<file path="src/rtl/coinc_pkg.sv">
package coinc_pkg;

  typedef enum logic [1:0] {
    SRC_SELF    = 2'd0,
    SRC_CENTRAL = 2'd1,
    SRC_EXT     = 2'd2,
    SRC_NONE    = 2'd3
  } trig_src_e;

  // number of open gates required for a central event
  function automatic int unsigned need_count(input logic [1:0] sel);
    case (sel)
      2'd0:    return 1;
      2'd1:    return 2;
      default: return 3;
    endcase
  endfunction

  // population count over a zero-extended vector
  function automatic int unsigned ones(input logic [63:0] v);
    int unsigned n;
    n = 0;
    for (int k = 0; k < 64; k++) n += int'(v[k]);
    return n;
  endfunction

endpackage

</file>
<file path="src/rtl/ct_edge_gate.sv">
module ct_edge_gate #(
  parameter int NCH = 16,
  parameter int GW  = 4
) (
  input  logic           clk,
  input  logic           rst_n,
  input  logic [NCH-1:0] disc,
  input  logic [NCH-1:0] ch_en,
  input  logic [NCH-1:0] ct_part,
  input  logic [NCH-1:0] edge_fall,
  input  logic [NCH-1:0] dead,
  input  logic [GW-1:0]  gate_len,
  output logic [NCH-1:0] hit,
  output logic [NCH-1:0] gate_open
);

  logic [GW-1:0] reload;
  assign reload = (gate_len == '0) ? '0 : gate_len - 1'b1;

  for (genvar g = 0; g < NCH; g++) begin : g_ch
    logic          prev;
    logic [GW-1:0] rem;
    logic          part_hit;

    assign hit[g]       = ch_en[g] & (edge_fall[g] ? (prev & ~disc[g]) : (~prev & disc[g]));
    assign part_hit     = hit[g] & ct_part[g] & ~dead[g];
    assign gate_open[g] = part_hit | (rem != '0);

    always_ff @(posedge clk or negedge rst_n) begin
      if (!rst_n) begin
        prev <= 1'b0;
        rem  <= '0;
      end else begin
        prev <= disc[g];
        if (part_hit)        rem <= reload;
        else if (rem != '0)  rem <= rem - 1'b1;
      end
    end
  end

endmodule

</file>
<file path="src/rtl/ct_judge.sv">
module ct_judge #(
  parameter int NCH = 16
) (
  input  logic           clk,
  input  logic           rst_n,
  input  logic [NCH-1:0] gate_open,
  input  logic [1:0]     mult_sel,
  output logic           ct_evt
);
  import coinc_pkg::*;

  logic cond, cond_q;

  always_comb begin
    cond = ones(64'(gate_open)) >= need_count(mult_sel);
  end

  assign ct_evt = cond & ~cond_q;

  always_ff @(posedge clk or negedge rst_n) begin
    if (!rst_n) cond_q <= 1'b0;
    else        cond_q <= cond;
  end

endmodule

</file>
<file path="src/rtl/ct_chain.sv">
module ct_chain #(
  parameter int NCH = 16,
  parameter int CW  = 4,
  parameter int PW  = 3
) (
  input  logic            clk,
  input  logic            rst_n,
  input  logic [NCH-1:0]  fire,
  input  logic [NCH*CW-1:0] chain_len,
  input  logic [PW-1:0]   post_trig,
  output logic [NCH-1:0]  chain_hit
);
  localparam int IW = (NCH > 1) ? $clog2(NCH) : 1;

  logic          active;
  logic [IW-1:0] cur;
  logic [CW-1:0] left;
  logic [PW-1:0] tmr;
  logic          m_found;
  logic [IW-1:0] m_idx;
  logic [CW-1:0] m_len;

  function automatic logic [IW-1:0] nxt(input logic [IW-1:0] c);
    return (c == IW'(NCH - 1)) ? '0 : c + 1'b1;
  endfunction

  // lowest-index master among the channels firing now
  always_comb begin
    m_found = 1'b0;
    m_idx   = '0;
    m_len   = '0;
    for (int i = NCH - 1; i >= 0; i--) begin
      if (fire[i] && chain_len[i*CW +: CW] != '0) begin
        m_found = 1'b1;
        m_idx   = IW'(i);
        m_len   = chain_len[i*CW +: CW];
      end
    end
  end

  always_comb begin
    for (int i = 0; i < NCH; i++)
      chain_hit[i] = active && (tmr == '0) && (cur == IW'(i));
  end

  always_ff @(posedge clk or negedge rst_n) begin
    if (!rst_n) begin
      active <= 1'b0;
      cur    <= '0;
      left   <= '0;
      tmr    <= '0;
    end else if (!active) begin
      if (m_found) begin
        active <= 1'b1;
        cur    <= nxt(m_idx);
        left   <= m_len;
        tmr    <= post_trig;
      end
    end else if (tmr == '0) begin
      cur  <= nxt(cur);
      tmr  <= post_trig;
      left <= left - 1'b1;
      if (left == CW'(1)) active <= 1'b0;
    end else begin
      tmr <= tmr - 1'b1;
    end
  end

endmodule

</file>
<file path="src/rtl/coinc_trig.sv">
module coinc_trig #(
  parameter int NCH = 16,
  parameter int GW  = 4,
  parameter int CW  = 4,
  parameter int PW  = 3
) (
  input  logic                clk,
  input  logic                rst_n,
  input  logic [NCH-1:0]      disc,
  input  logic [NCH-1:0]      ch_en,
  input  logic [NCH-1:0]      ct_part,
  input  logic [NCH-1:0]      edge_fall,
  input  logic [2*NCH-1:0]    src_sel,
  input  logic                ext_trig,
  input  logic [1:0]          mult_sel,
  input  logic [GW-1:0]       gate_len,
  input  logic                only_part,
  input  logic                common_dead,
  input  logic [NCH*CW-1:0]   chain_len,
  input  logic [PW-1:0]       post_trig,
  input  logic [NCH/2-1:0]    pp_en,
  input  logic                l2_en,
  input  logic                l2_gate,
  input  logic [NCH-1:0]      rel,
  output logic [NCH-1:0]      trig,
  output logic [NCH-1:0]      dead
);
  import coinc_pkg::*;

  localparam int NPAIR = NCH / 2;

  // named internal events
  logic [NCH-1:0] busy;
  logic [NCH-1:0] avail;
  logic [NCH-1:0] hit;
  logic [NCH-1:0] gate_open;
  logic [NCH-1:0] req;
  logic [NCH-1:0] take;
  logic [NCH-1:0] chain_hit;
  logic [NCH-1:0] chain_take;
  logic [NCH-1:0] fire;
  logic           ct_evt;
  logic           ext_q;
  logic           ext_evt;
  logic           l2_ok;

  assign dead    = busy | {NCH{common_dead & (|busy)}};
  assign avail   = ch_en & ~dead;
  assign ext_evt = ext_trig & ~ext_q;
  assign l2_ok   = ~l2_en | l2_gate;

  ct_edge_gate #(.NCH(NCH), .GW(GW)) i_edge_gate (
    .clk(clk), .rst_n(rst_n), .disc(disc), .ch_en(ch_en), .ct_part(ct_part),
    .edge_fall(edge_fall), .dead(dead), .gate_len(gate_len),
    .hit(hit), .gate_open(gate_open)
  );

  ct_judge #(.NCH(NCH)) i_judge (
    .clk(clk), .rst_n(rst_n), .gate_open(gate_open), .mult_sel(mult_sel), .ct_evt(ct_evt)
  );

  ct_chain #(.NCH(NCH), .CW(CW), .PW(PW)) i_chain (
    .clk(clk), .rst_n(rst_n), .fire(fire), .chain_len(chain_len),
    .post_trig(post_trig), .chain_hit(chain_hit)
  );

  // per-channel request from the selected source
  always_comb begin
    for (int i = 0; i < NCH; i++) begin
      case (trig_src_e'(src_sel[i*2 +: 2]))
        SRC_SELF:    req[i] = hit[i];
        SRC_CENTRAL: req[i] = ct_evt & (~only_part | gate_open[i]);
        SRC_EXT:     req[i] = ext_evt;
        default:     req[i] = 1'b0;
      endcase
      req[i] = req[i] & ch_en[i];
    end
  end

  // pair routing
  for (genvar k = 0; k < NPAIR; k++) begin : g_pair
    logic preq;
    assign preq = req[2*k] | req[2*k+1];
    always_comb begin
      if (pp_en[k]) begin
        take[2*k]   = preq & avail[2*k];
        take[2*k+1] = preq & ~avail[2*k] & avail[2*k+1];
      end else begin
        take[2*k]   = req[2*k]   & avail[2*k];
        take[2*k+1] = req[2*k+1] & avail[2*k+1];
      end
    end
  end

  if (NCH % 2 != 0) begin : g_odd
    assign take[NCH-1] = req[NCH-1] & avail[NCH-1];
  end

  assign chain_take = chain_hit & ch_en & ~busy;
  assign fire       = {NCH{l2_ok}} & (take | chain_take);

  always_ff @(posedge clk or negedge rst_n) begin
    if (!rst_n) begin
      busy  <= '0;
      trig  <= '0;
      ext_q <= 1'b0;
    end else begin
      busy  <= (busy & ~rel) | fire;
      trig  <= fire;
      ext_q <= ext_trig;
    end
  end

endmodule

</file>
<file path="config.mk">
export PLATFORM = sky130hd
export DESIGN_NAME = coinc_trig
export DESIGN_NICKNAME = d
export VERILOG_FILES = /design/src/rtl/coinc_pkg.sv /design/src/rtl/ct_edge_gate.sv /design/src/rtl/ct_judge.sv /design/src/rtl/ct_chain.sv /design/src/rtl/coinc_trig.sv
export SDC_FILE = /design/constraint.sdc
export NUM_CORES = 1
export LEC_CHECK = 0
export CAP_MARGIN = 10
export CORE_ASPECT_RATIO = 0.5
export CORE_MARGIN = 2
export CORE_UTILIZATION = 30
export CTS_BUF_LIST = sky130_fd_sc_hd__clkbuf_16
export DETAILED_ROUTE_END_ITERATION = 12
export PLACE_DENSITY = 0.62
export SYNTH_ARGS = -nofsm -noshare
export SYNTH_HDL_FRONTEND = slang
export SYNTH_HIERARCHICAL = 1
export SYNTH_SLANG_ARGS = --single-unit
</file>
<file path="constraint.sdc">
create_clock -name clk -period 8.4 [get_ports clk]
set_input_delay 1.68 -clock clk [delete_from_list [all_inputs] [get_ports clk]]
set_output_delay 1.68 -clock clk [all_outputs]
set_load 0.01 [all_outputs]
</file>
### Word-level counts from Yosys, hierarchy flattened

Index checks and enable logic that the tools add are counted.

* output and inout bits: 32
* logic and storage cells: 636
* input bits: 200
* register bits: 126

* bitwise operators: 267
* $lt $le $gt $ge: 1
* equality and inequality tests: 51
* multiplexer cells: 137
* add/sub/neg operators: 36
* reductions and logical operators: 104

Operators with widths (number)
* $add A32 B1 Y32: 14
* $mux W4: 73
* $and A1 B1 Y1: 155
* $reduce_bool A4 Y1: 32
* $and A16 B16 Y16: 5
* $sub A4 B1 Y4 const B: 18
* $not A1 Y1: 60
* $not A16 Y16: 3
* $or A16 B16 Y16: 3
* $pmux W1 S3: 16
* $or A1 B1 Y1: 41
* $eq A4 B4 Y1 const B: 9
* $mux W1: 36
* $eq A2 B1 Y1 const B: 17
* $logic_not A2 Y1: 17
* $reduce_bool A2 Y1: 17
* $logic_and A1 B1 Y1: 33
* $eq A2 B2 Y1 const B: 16
* $ge A32 B2 Y1: 1
* $eq A4 B3 Y1 const B: 4
* $mux W2: 8
* $reduce_or A16 Y1: 1
* $mux W3: 3
* $add A4 B1 Y4 const B: 2
* other kinds (9): 12

### Longest topological paths before layout

* depth after elaboration: 54
* depth in mapped cells: 36
* depth with buffers taken out: 36

### Cells and area by module

Netlist, hierarchy kept.

Modules (own cells, without submodules)
* ct_edge_gate: area each 5236.3 sq um, cells an instance 446, instances 1
* coinc_trig: area each 2386.0 sq um, cells an instance 283, instances 1
* ct_chain: area each 2107.0 sq um, cells an instance 277, instances 1
* ct_judge: area each 518.0 sq um, cells an instance 58, instances 1

### Least setup slack after synthesis

No wires, ideal clock.

* kind: input to register
* from: input port common_dead
* to: register i_chain.cur[3]
* library setup time: 0.086 ns
* buffers on the path: 1
* cell stages on the path: 36
* arrival: 9.402 ns
* setup slack: -1.088 ns
* required time: 8.314 ns
* cells stage by stage: inv_1 a41o_2 or2b_1 nand3b_1 a21oi_4 or2b_1 inv_1 fa_1 fa_1 fa_1 inv_1 fa_1 inv_1 fa_1 inv_1 ha_1 ha_1 fa_1 ha_1 or4_4 a21oi_2 o22ai_1 clkbuf_1 o2111ai_1 a21boi_0 o2111ai_2 nand2_1 o41a_1 a211oi_1 o211ai_1 a22oi_1 inv_1 ha_1 o21ai_0 o311ai_1 a32oi_1

* elaborated cells on any way between the ends: 254
* classes of those cells: add/sub: 16; order compare: 1; eq/ne: 1; mux: 59; bitwise: 159; reduce/logical: 18

RTL lines
* start, declared: line coinc_trig.sv:18 `input logic common_dead,`
* $and A1 B1 Y1 (*): line coinc_trig.sv:47 `assign dead = busy | {NCH{common_dead & (|busy)}};`
* $or A16 B16 Y16 (*): line coinc_trig.sv:47
* via dead[0]: line coinc_trig.sv:26 `output logic [NCH-1:0] dead`
* $not A1 Y1 (*): line ct_edge_gate.sv:26 `assign part_hit = hit[g] & ct_part[g] & ~dead[g];`
* $and A1 B1 Y1 (*): line ct_edge_gate.sv:26
* $or A1 B1 Y1 (*): line ct_edge_gate.sv:27 `assign gate_open[g] = part_hit | (rem != '0);`
* via gate_open[0]: line coinc_trig.sv:36 `logic [NCH-1:0] gate_open;`
* $add A1 B1 Y2 (*): line coinc_pkg.sv:23 `for (int k = 0; k < 64; k++) n += int'(v[k]);`
* (+16 left out)
* via ct_evt: line coinc_trig.sv:42 `logic ct_evt;`
* (+8 left out)
* $and A16 B16 Y16 (*): line coinc_trig.sv:100 `assign fire = {NCH{l2_ok}} & (take | chain_take);`
* via fire[13]: line coinc_trig.sv:41 `logic [NCH-1:0] fire;`
* $logic_and A1 B1 Y1 (*): line ct_chain.sv:33 `if (fire[i] && chain_len[i*CW +: CW] != '0) begin`
* $mux W4 (14 in a row): line ct_chain.sv:33
* $add A4 B1 Y4 / $eq A4 B4 Y1 (equally long branches): line ct_chain.sv:24 `return (c == IW'(NCH - 1)) ? '0 : c + 1'b1;`
* $mux W4: line ct_chain.sv:24
* $mux W4: line ct_chain.sv:53 `if (m_found) begin`
* $mux W4: line ct_chain.sv:52 `end else if (!active) begin`
* end signal, assigned: line ct_chain.sv:55 `cur <= nxt(m_idx);`
* end signal, assigned: line ct_chain.sv:60 `cur <= nxt(cur);`
* end, declared: line ct_chain.sv:16 `logic [IW-1:0] cur;`

Mark *: on every way through the listed nets, which the timed path passes. The rest lies on a longest branch. The select of a mux whose other input is x is not followed.
A chain may end at the register's enable or synchronous reset.

### Final worst setup path

* from: input port common_dead
* to: register i_chain.cur[3]

* elaborated cells on any way between the ends: 254
* classes of those cells: add/sub: 16; order compare: 1; eq/ne: 1; mux: 59; bitwise: 159; reduce/logical: 18

RTL lines (line)
* $and A1 B1 Y1 (*): coinc_trig.sv:47
* $or A16 B16 Y16 (*): coinc_trig.sv:47
* $not A1 Y1 (*): ct_edge_gate.sv:26
* $and A1 B1 Y1 (*): ct_edge_gate.sv:26
* $or A1 B1 Y1 (*): ct_edge_gate.sv:27
* via gate_open[1]: coinc_trig.sv:36
* $add A1 B1 Y2 (*): coinc_pkg.sv:23
* $add A32 B1 Y32 (*) (14 in a row): coinc_pkg.sv:23
* (+2 left out)
* via ct_evt: coinc_trig.sv:42
* (+7 left out)
* $and A16 B16 Y16 (*): coinc_trig.sv:100
* via fire[12]: coinc_trig.sv:41
* $logic_and A1 B1 Y1 (*): ct_chain.sv:33
* $mux W4 (13 in a row): ct_chain.sv:33
* $add A4 B1 Y4 / $eq A4 B4 Y1 (equally long branches): ct_chain.sv:24
* $mux W4: ct_chain.sv:24
* $mux W4: ct_chain.sv:53
* $mux W4: ct_chain.sv:52

Marked as above.

==> qor.csv <==
stage,metric,value,unit
yosys,register area share after synthesis,30.8,%
cells_and_area,"commonest non-fill, non-tap cells in the layout","clkdlybuf4s50_1, buf_4, dfrtp_1, inv_1, mux2i_1",
detailed_routing,post-DR wirelength/cell,19.0,µm
clock_tree,CTS max path bufs,2,
yosys,Adder-Cell Fraction of Synth Area,8.11,%
yosys,top post-synthesis cells by area,"dfrtp_1, mux2i_1, ha_1",
detailed_routing,DRC violation total after the first TritonRoute iteration,613,
grt,vias in the first global route,10353,
yosys,number of synthesized flops with an enable pin,0,
cells_and_area,Util after Layout,46.2,%
sta,post-route setup slack,-0.564,ns
grt,largest net degree at the start of global routing,66,
yosys,post-synthesis xor/xnor area fraction,2.82,%
yosys,Yosys warnings,6,
yosys,ys async rst share,100,%
detailed_routing,post-DR vias/cell,5.18,
sta,Final Skew,0.00960,ns
pwr,pwr dens,280,nW/µm²
pwr,Leakage,6.37,nW
grt,gr ovfl total,0,
clock_tree,CTS Hold Bufs,0,
yosys,Synth Area per Inst,9.63,µm²
worst_setup_path,Critical Path RT,8.74,ns
yosys,area share of the leading cell type in the synthesized netlist,30.8,%
worst_hold_path,hold depth,2,
place,port bufs,231,
sta,final period utilization,107,%
worst_setup_path,cell repeated most along the worst path,fa_1,
yosys,Compound-Gate Fraction of Synth Area,20.6,%
worst_hold_path,Hold Path Sink,i_chain/tmr[2],
floorplanning,Initial Util,30.7,%
worst_hold_path,HP Class,reg -> reg,
worst_setup_path,slowest CP cell,or4_4,
worst_setup_path,worst path arrival time,9.30,ns
worst_setup_path,worst r2r src,busy[11],
grt,initial antenna violation count,3,
clock_tree,CTS tree,done,
floorplanning,Die Y,135,µm
yosys,post-synthesis simple-gate area fraction,23.3,%
sta,Rel. slew slack,35.3,%
run,MaxCap Viol Count,0,
grt,M2 GR Usage,36.8,%
grt,GRT Overall Usage,20.2,%
floorplanning,Die ar.,35700,µm²
cells_and_area,layout cells sized above 1,25.4,%
yosys,Synth area leader,dfrtp_1,
sta,Fin Hold WS,0.528,ns
grt,met1 track demand over resource,24.5,%
sta,Slew Limit Fails,0,
worst_setup_path,kind of end point of the critical path,register,
detailed_routing,ANT nets after route,0,
sta,RSZ-0062 raised after global routing,yes,
clock_tree,clock latency on the worst-skew pair,0.43,ns
grt,routing usage on met3,2.52,%
cells_and_area,Synth-to-Final Area Change,50.3,%
pwr,total power,4.31,mW
yosys,cells after synthesis,1064,
sta,slew at the pin closest to its max-slew limit,0.970,ns
sta,total negative slack,-5.39,ns
grt,first-pass GRT wire length,56500,µm
clock_tree,CTS Buf Count,17,
grt,grt peak-use layer,met2,
run_status,status,"finished, violations left",
floorplanning,Core ar.,33300,µm²
worst_setup_path,peak per-stage delay on the critical path,0.59,ns
yosys,multiplexer area fraction after synthesis,9.77,%
clock_tree,clock sink total,126,
detailed_routing,drt pass-1 iters,8,
worst_setup_path,R2R cell count,34,
yosys,main combinational cell family by area after synthesis,simple AND/OR/NAND/NOR gates,
run_status,failing checks,setup timing,
yosys,Post-Syn Area,10200,µm²
place,Final HPWL DP,29700,µm
yosys,#FFs+latches synth,126,
detailed_routing,DRC Markers,0,
cells_and_area,fin nets,1740,
worst_setup_path,crit path launch type,input pin,
pwr,Peak VDD IR,0.000295,V
floorplanning,DIE WIDTH,265,µm
worst_hold_path,worst hold start,i_chain/tmr[2],
yosys,Post-synth top flop,dfrtp_1,
cells_and_area,"most common cell after layout, fill and taps aside",clkdlybuf4s50_1,
yosys,count of different cell masters after synthesis,88,
sta,Fmax,112,MHz
floorplanning,Ports,232,
floorplanning,FP Rows,47,
worst_setup_path,kind of critical path,in -> reg,
clock_tree,Worst-path clk slew,0.06,ns
worst_setup_path,r2r setup slk,-0.24,ns
place,GPL Wtd Cong,0.926,
sta,final hold vios,0,
place,DP Worst Slack,-1.60,ns
sta,Final Critical Period,8.96,ns
detailed_routing,routed wire length,36700,µm
yosys,Syn Nets,1325,
clock_tree,H-Tree Depth,4,
clock_tree,clock root buffer,clkbuf_16,
sta,final setup violation count,12,
detailed_routing,via count,10038,
worst_setup_path,FF-to-FF End,i_chain/cur[3],
worst_setup_path,Critical Path Fanout Max,5,
## cells in the mapped netlist (9+ instances only)
| cell type | instances |
|---|---|
| a211oi_1 | 14 |
| a21boi_0 | 23 |
| a21oi_1 | 28 |
| a21oi_4 | 16 |
| a31oi_1 | 17 |
| dfrtp_1 | 126 |
| fa_1 | 9 |
| ha_1 | 52 |
| inv_1 | 91 |
| mux2_2 | 16 |
| mux2i_1 | 82 |
| nand2_1 | 69 |
| nand2b_1 | 54 |
| nand3_1 | 38 |
| nand3b_1 | 35 |
| nor2_1 | 54 |
| nor2b_1 | 23 |
| nor3_1 | 30 |
| nor3b_1 | 10 |
| nor3b_2 | 13 |
| o2111ai_1 | 12 |
| o211ai_1 | 11 |
| o21ai_0 | 16 |
| o41a_1 | 10 |
| or2b_1 | 10 |
| or3b_4 | 16 |
| xnor2_1 | 17 |
| xor2_1 | 16 |
## state kept, by name (all words and copies together) (netlist names)
signal                 count
busy                      16
ext_q                      1
i_chain/active             1
i_edge_gate/g_ch.rem      64
i_judge/cond_q             1
trig                      16
i_chain/tmr                3
i_edge_gate/g_ch.prev     16
i_chain/cur                4
i_chain/left               4
## worst max path at each step
stage,cells after the start,start,endpoint
2_1_floorplan,36,common_dead,i_chain/cur[2]
3_3_place_gp,35,common_dead,i_chain/cur[3]
6_report,34,common_dead,i_chain/cur[3]
5_1_grt,38,common_dead,i_chain/cur[2]
3_5_place_dp,37,common_dead,i_chain/cur[2]
4_1_cts,35,common_dead,i_chain/cur[3]
## final cells by class
cell class	instances	area [µm²]
Clock buffer	17	425
Inverter	93	364
Clock inverter	15	146
Multi-Input combinational cell	828	7050
Fill cell	3122	17900
Sequential cell	126	3150
Antenna cell	4	10.0
Tap cell	441	552
Timing Repair Buffer	413	3710
## stage by stage
| step | cells | area (µm²) |
|---|---|---|
| 2_1_floorplan | 1064 | 10400 |
| 3_3_place_gp | 1884 | 14400 |
| 3_5_place_dp | 1884 | 14400 |
| 4_1_cts | 1928 | 15200 |
| 5_1_grt | 1936 | 15400 |
| 6_report | 1937 | 15400 |
## routing by layer
layer  share of wire [%]  vias to the layer above  routed length, µm
met5                   0                        -                  0
met4                 2.9                        0               1060
met3                 3.4                       65               1250
met2                  52                      243              19000
met1                  42                     4987              15500
li1                    -                     4743                  -
## critical path, delay by kind of cell
kind	cells	cell delay, ns
AOI/OAI and AO/OA	11	1.79
and+or+nand+nor	6	1.77
adders and majority gates	9	3.35
buffers and inverters	8	0.67
## cells by family (layout without fill, tap and decap cells)
kind of cell             after synthesis  in the layout
other                                  0              4
multiplexers                          98             98
flip-flops                           126            126
XOR/XNOR                              33             33
buffers and inverters                110            538
AO/OA/AOI/OAI                        236            236
adder cells (fa/ha/maj)               61             61
AND/OR/NAND/NOR                      400            400
## report_power, final
group / total (mW) / internal, mW / leakage, nW / switching (mW)
Combinational: 2.58 / 1.31 / 4.55 / 1.27
Sequential: 1.00 / 0.827 / 1.54 / 0.173
Clock: 0.732 / 0.434 / 0.274 / 0.298
## what timing repair did
item                                    in CTS  in global routing
endpoints found under the setup margin      12                 12
resized for setup                           61                 25
buffers inserted                            14                  6
pin swaps                                   52                 47
Note: power is estimated with default switching activity, not from simulation.
